==> src/rtl/wdg_pkg.sv <==
package wdg_pkg;
  typedef enum logic [1:0] {
    ACT_OFF = 2'd0,
    ACT_GEN = 2'd1,
    ACT_NMI = 2'd2,
    ACT_RST = 2'd3
  } act_e;

  localparam int CTL_OFS = 0;
  localparam int TMR_OFS = 4;

  // true when the selected action arms the counter
  function automatic logic act_armed(input act_e a);
    return a != ACT_OFF;
  endfunction
endpackage

==> src/rtl/wdg_regs.sv <==
module wdg_regs
  import wdg_pkg::*;
#(
  parameter int ADDR_W = 3,
  parameter int DATA_W = 32,
  parameter int CNT_W  = 32
) (
  input  logic              clk,
  input  logic              rst_n,
  input  logic              bus_wr,
  input  logic [ADDR_W-1:0] bus_addr,
  input  logic [DATA_W-1:0] bus_wdata,
  input  logic [CNT_W-1:0]  count,
  input  logic              cause,
  output logic              tmr_wr,
  output logic              ctl_wr,
  output act_e              act,
  output logic [DATA_W-1:0] bus_rdata
);
  logic hit_ctl, hit_tmr;

  assign hit_ctl = bus_addr == ADDR_W'(CTL_OFS);
  assign hit_tmr = bus_addr == ADDR_W'(TMR_OFS);
  assign tmr_wr  = bus_wr && hit_tmr;
  assign ctl_wr  = bus_wr && hit_ctl;

  always_ff @(posedge clk or negedge rst_n) begin
    if (!rst_n)      act <= ACT_OFF;
    else if (ctl_wr) act <= act_e'(bus_wdata[1:0]);
  end

  always_comb begin
    bus_rdata = '0;
    if (hit_ctl) begin
      bus_rdata[DATA_W-1] = cause;
      bus_rdata[1:0]      = act;
    end else if (hit_tmr) begin
      bus_rdata[CNT_W-1:0] = count;
    end
  end
endmodule

==> src/rtl/wdg_counter.sv <==
module wdg_counter #(
  parameter int CNT_W = 32
) (
  input  logic             clk,
  input  logic             rst_n,
  input  logic             load,
  input  logic [CNT_W-1:0] load_val,
  input  logic             run,
  output logic [CNT_W-1:0] count,
  output logic             cnt_zero
);
  // saturating one-tick step; a load always wins
  function automatic logic [CNT_W-1:0] step(input logic [CNT_W-1:0] cur,
                                            input logic ld,
                                            input logic [CNT_W-1:0] v,
                                            input logic en);
    if (ld)                 return v;
    else if (en && cur != 0) return cur - 1'b1;
    else                    return cur;
  endfunction

  always_ff @(posedge clk or negedge rst_n) begin
    if (!rst_n) count <= '0;
    else        count <= step(count, load, load_val, run);
  end

  assign cnt_zero = count == '0;
endmodule

==> src/rtl/wdg_action.sv <==
module wdg_action
  import wdg_pkg::*;
#(
  parameter int PULSE_LEN = 16
) (
  input  logic clk,
  input  logic rst_n,
  input  logic por_n,
  input  act_e act,
  input  logic cnt_zero,
  input  logic rearm,
  output logic expired,
  output logic fire,
  output logic irq_gen,
  output logic irq_nmi,
  output logic chip_rst_req,
  output logic cause
);
  localparam int PW = $clog2(PULSE_LEN + 1);

  logic [PW-1:0] pulse_cnt;
  logic          fired;

  assign expired = cnt_zero && act_armed(act);
  assign irq_gen = expired && act == ACT_GEN;
  assign irq_nmi = expired && act == ACT_NMI;
  assign fire    = expired && act == ACT_RST && !fired && !rearm;

  always_ff @(posedge clk or negedge rst_n) begin
    if (!rst_n) begin
      pulse_cnt <= '0;
      fired     <= 1'b0;
    end else begin
      if (fire)                pulse_cnt <= PW'(PULSE_LEN);
      else if (pulse_cnt != 0) pulse_cnt <= pulse_cnt - 1'b1;
      if (rearm)               fired <= 1'b0;
      else if (fire)           fired <= 1'b1;
    end
  end

  assign chip_rst_req = pulse_cnt != 0;

  // survives the chip reset; only power-on clears it
  always_ff @(posedge clk or negedge por_n) begin
    if (!por_n)    cause <= 1'b0;
    else if (fire) cause <= 1'b1;
  end
endmodule

==> src/rtl/expiry_guard.sv <==
module expiry_guard
  import wdg_pkg::*;
#(
  parameter int ADDR_W    = 3,
  parameter int DATA_W    = 32,
  parameter int CNT_W     = 32,
  parameter int PULSE_LEN = 16
) (
  input  logic              clk,
  input  logic              rst_n,
  input  logic              por_n,
  input  logic              bus_wr,
  input  logic [ADDR_W-1:0] bus_addr,
  input  logic [DATA_W-1:0] bus_wdata,
  output logic [DATA_W-1:0] bus_rdata,
  output logic              irq_gen,
  output logic              irq_nmi,
  output logic              chip_rst_req
);
  act_e             act;
  logic             tmr_wr, ctl_wr, cnt_zero, expired, fire, cause;
  logic [CNT_W-1:0] count;

  wdg_regs #(.ADDR_W(ADDR_W), .DATA_W(DATA_W), .CNT_W(CNT_W)) u_regs (
    .clk(clk), .rst_n(rst_n), .bus_wr(bus_wr), .bus_addr(bus_addr),
    .bus_wdata(bus_wdata), .count(count), .cause(cause),
    .tmr_wr(tmr_wr), .ctl_wr(ctl_wr), .act(act), .bus_rdata(bus_rdata)
  );

  wdg_counter #(.CNT_W(CNT_W)) u_cnt (
    .clk(clk), .rst_n(rst_n), .load(tmr_wr), .load_val(bus_wdata[CNT_W-1:0]),
    .run(act_armed(act)), .count(count), .cnt_zero(cnt_zero)
  );

  wdg_action #(.PULSE_LEN(PULSE_LEN)) u_act (
    .clk(clk), .rst_n(rst_n), .por_n(por_n), .act(act), .cnt_zero(cnt_zero),
    .rearm(tmr_wr || ctl_wr), .expired(expired), .fire(fire),
    .irq_gen(irq_gen), .irq_nmi(irq_nmi), .chip_rst_req(chip_rst_req),
    .cause(cause)
  );
endmodule

==> config.mk <==
export PLATFORM = sky130hd
export DESIGN_NAME = expiry_guard
export DESIGN_NICKNAME = d
export VERILOG_FILES = /design/src/rtl/wdg_pkg.sv /design/src/rtl/wdg_regs.sv /design/src/rtl/wdg_counter.sv /design/src/rtl/wdg_action.sv /design/src/rtl/expiry_guard.sv
export SDC_FILE = /design/constraint.sdc
export NUM_CORES = 1
export LEC_CHECK = 0
export CAP_MARGIN = 20
export CORE_AREA = 3 3 89 91
export DETAILED_ROUTE_END_ITERATION = 12
export DIE_AREA = 0 0 92 94
export PLACE_DENSITY = 0.63
export SKIP_LAST_GASP = 1
export SLEW_MARGIN = 20
export SYNTH_ARGS = -nofsm -noshare
export SYNTH_HDL_FRONTEND = slang
export SYNTH_SLANG_ARGS = --single-unit
==> constraint.sdc <==
create_clock -name clk -period 5.7 [get_ports clk]
set_input_delay 1.14 -clock clk [delete_from_list [all_inputs] [get_ports clk]]
set_output_delay 1.14 -clock clk [all_outputs]
set_load 0.005 [all_outputs]
==> impl_metrics.env <==
export IMPL_nNetsFinal=422
export IMPL_n_fill_cell=732
export IMPL_grt_overflow_total=0
export IMPL_grt_usage_pct=17.9
export IMPL_synthSimpleGateAreaFrac_pct=36.0
export IMPL_pin_count=74
export IMPL_ys_seq_elements=41
export IMPL_setup_tns_ns=0
export IMPL_post_dp_hpwl_mm=5.26
export IMPL_wl_per_cell_um=15.3
export IMPL_post_route_period_util_pct=77.4
export IMPL_leakagePower_nw=1.31
export IMPL_synth_edff_count=0
export IMPL_syn_area_per_cell_um2=8.59
export IMPL_cts_num_sinks=41
export IMPL_critPathArrivalTime_ns=3.27
export IMPL_hold_violations=0
export IMPL_drc=0
export IMPL_synth_compound_area_share_pct=16.3
export IMPL_min_path_type="reg -> reg"
export IMPL_hold_buffers=0
export IMPL_vias=2601
export IMPL_synth_xor_area_share_pct=2.27
export IMPL_drtIter0Drc=75
export IMPL_die_h_um=94
export IMPL_muxShareOfSynthArea_pct=2.68
export IMPL_criticalPathCategory="reg -> out"
export IMPL_hold_slack_ns=0.471
export IMPL_drive_gt1_share_pct=8.66
export IMPL_synth_top_family_by_area="simple AND/OR/NAND/NOR gates"
export IMPL_synth_warnings=0
export IMPL_peakVddDrop_v=0.000132
export IMPL_place_congestion=0.755
export IMPL_dieArea_um2=8650
export IMPL_tightest_slew_ns=0.953
export IMPL_ys_async_sr_fraction_pct=100
export IMPL_cts_tree="done"
export IMPL_yosysTopAreaCell="dfrtp_1"
export IMPL_skew_ns=0.00850
export IMPL_htreeDepth=2
export IMPL_power_density_nw_per_um2=256
export IMPL_endpoint_kind="output port"
export IMPL_post_cts_setup_buffers=0
export IMPL_clkTransAtPathRegs_ns=0.08
export IMPL_required_ns=4.56
export IMPL_area_growth_syn_to_layout_pct=34.0
export IMPL_viasPerCell=5.42
export IMPL_clock_latency_ns=0.30
export IMPL_synth_distinct_cells=50
export IMPL_synth_cell_area_um2=2710
export IMPL_root_buffer="clkbuf_8"
export IMPL_final_common_cell="clkdlybuf4s50_1"
export IMPL_synthCells=315
export IMPL_grt_pass1_wl_mm=12.5
export IMPL_final_setup_viol_count=0
export IMPL_final_cell_mix="72 x clkdlybuf4s50_1, 41 x dfrtp_1, 39 x nor2_1, 30 x and2_1, 23 x a31oi_1"
export IMPL_synth_area_leaders="dfrtp_1 38%, and2_1 6.9%, nor2_1 5.4%"
export IMPL_slew_violations=0
export IMPL_syn_nets=357
export IMPL_antenna_found_initial=0
export IMPL_clk_path_buf_depth=2
export IMPL_diodes=0
export IMPL_yosysSeqAreaShare_pct=37.9
export IMPL_cts_buffers=5
export IMPL_grt_max_degree=41
export IMPL_die_width_um=92
export IMPL_timing_slew_headroom_pct=35.6
export IMPL_drt_first_pass_iters=4
export IMPL_maxCapViolations=0
export IMPL_min_period_ns=4.41
export IMPL_synth_top_area_share_pct=37.9
export IMPL_first_global_vias=2586
export IMPL_fmax_mhz=227
export IMPL_placement_io_buffers=73
export IMPL_worst_path_max_fanout=12
export IMPL_num_rows=31
export IMPL_design_core_area_um2=7210
export IMPL_final_core_util_pct=50.3
export IMPL_synthAdderAreaFrac_pct=1.39
export IMPL_ctsResizeCount=0
export IMPL_rsz0062_at_grt="false"
export IMPL_initial_utilization_pct=37.5
export IMPL_worstSetupStartpointType="flop"
export IMPL_synthFlopType="dfrtp_1"
export IMPL_wirelength_mm=7.35
export IMPL_status="complete, no violations"
export IMPL_postRouteAntennaNets=0
cell families after synthesis:
| logic type | count (synthesis) |
|---|---|
| and+or+nand+nor | 166 |
| DFF | 41 |
| xor gates and xnor gates | 7 |
| muxes | 7 |
| adders and majority gates | 3 |
| AOI/OAI and AO/OA | 68 |
| buffers and inverters | 23 |
path summary, 6_finish.rpt:
| check | from | endpoint | slack, ns | cells past startpoint |
|---|---|---|---|---|
| max in group asynchronous | rst_n | u_cnt.count[23] | 4.15 | 1 |
| min reg2reg | u_act.cause | u_act.cause | 0.47 | 1 |
| min | u_act.cause | u_act.cause | 0.47 | 1 |
| max | u_cnt.count[7] | irq_gen | 1.29 | 5 |
| min in group asynchronous | rst_n | u_cnt.count[2] | 0.97 | 1 |
| max reg2reg | u_cnt.count[7] | u_cnt.count[10] | 3.01 | 5 |
cell type report:
type / instances / area [um2] / share of cell area [%]
clock buffer: 7 / 86.3 / 2.38
clock inverter: 1 / 30.0 / 0.828
inverter: 6 / 22.5 / 0.621
multi-input combinational: 251 / 1600 / 44.0
sequential: 41 / 1030 / 28.3
tap: 99 / 124 / 3.42
timing repair buffer: 75 / 741 / 20.4
metrics by stage:
| stage | power (mW) | std cells | setup WS (ns) | area (um2) |
|---|---|---|---|---|
| finish | 0.928 | 480 | 1.29 | 3630 |
| global route | 0.994 | 480 | 0.972 | 3630 |
| CTS | 0.934 | 480 | 1.26 | 3620 |
| detailed placement | 0.691 | 472 | 1.58 | 3500 |
| global placement | 0.681 | 472 | 1.60 | 3500 |
| floorplan | 0.578 | 315 | 2.29 | 2710 |
power by group:
part,leakage (nW),internal [mW],switching (mW)
logic,0.774,0.132,0.109
registers,0.473,0.354,0.0902
clock network,0.0585,0.143,0.101
total,1.31,0.629,0.300
metal layers:
layer	GRT usage, %	up-vias	share of wire, %
met3	4.41	9	4.8
met1	24.1	1234	48
met5	0	-	0
li1	-	1290	-
met2	29.0	68	46
met4	4.58	0	0.99
synth_stat cells (2+ instances only):
| cell | count |
|---|---|
| buf_2 | 3 |
| nand3_1 | 3 |
| xnor2_1 | 5 |
| a21oi_1 | 5 |
| or3_1 | 18 |
| nand2b_1 | 2 |
| nor4_1 | 8 |
| o21ai_0 | 19 |
| ha_1 | 3 |
| nor3_1 | 6 |
| or4_2 | 2 |
| o31ai_1 | 9 |
| or3_2 | 3 |
| inv_1 | 6 |
| mux2_2 | 2 |
| or2_2 | 5 |
| xor2_1 | 2 |
| and3b_1 | 2 |
| mux2i_1 | 5 |
| and2_1 | 30 |
| or4_1 | 15 |
| a31oi_1 | 23 |
| clkbuf_1 | 12 |
| dfrtp_1 | 41 |
| nand4_1 | 2 |
| o211ai_1 | 4 |
| nand2_1 | 18 |
| nor4_2 | 2 |
| nor2_1 | 39 |
state kept, by name, summed over array words and instances (netlist names):
signal and cells:
u_act.cause 1, u_act.fired 1, u_cnt.count 32, u_act.pulse_cnt 5, u_regs.act 2
worst max-delay path, stage by stage, from the launching register on:
cell and delay [ns]:
dfrtp_1 0.44, or4_1 0.67, or2_4 0.33, nor4_2 0.75, and3b_1 0.28, clkdlybuf4s50_1 0.50
No activity file was read; power rests on OpenSTA's default activity.
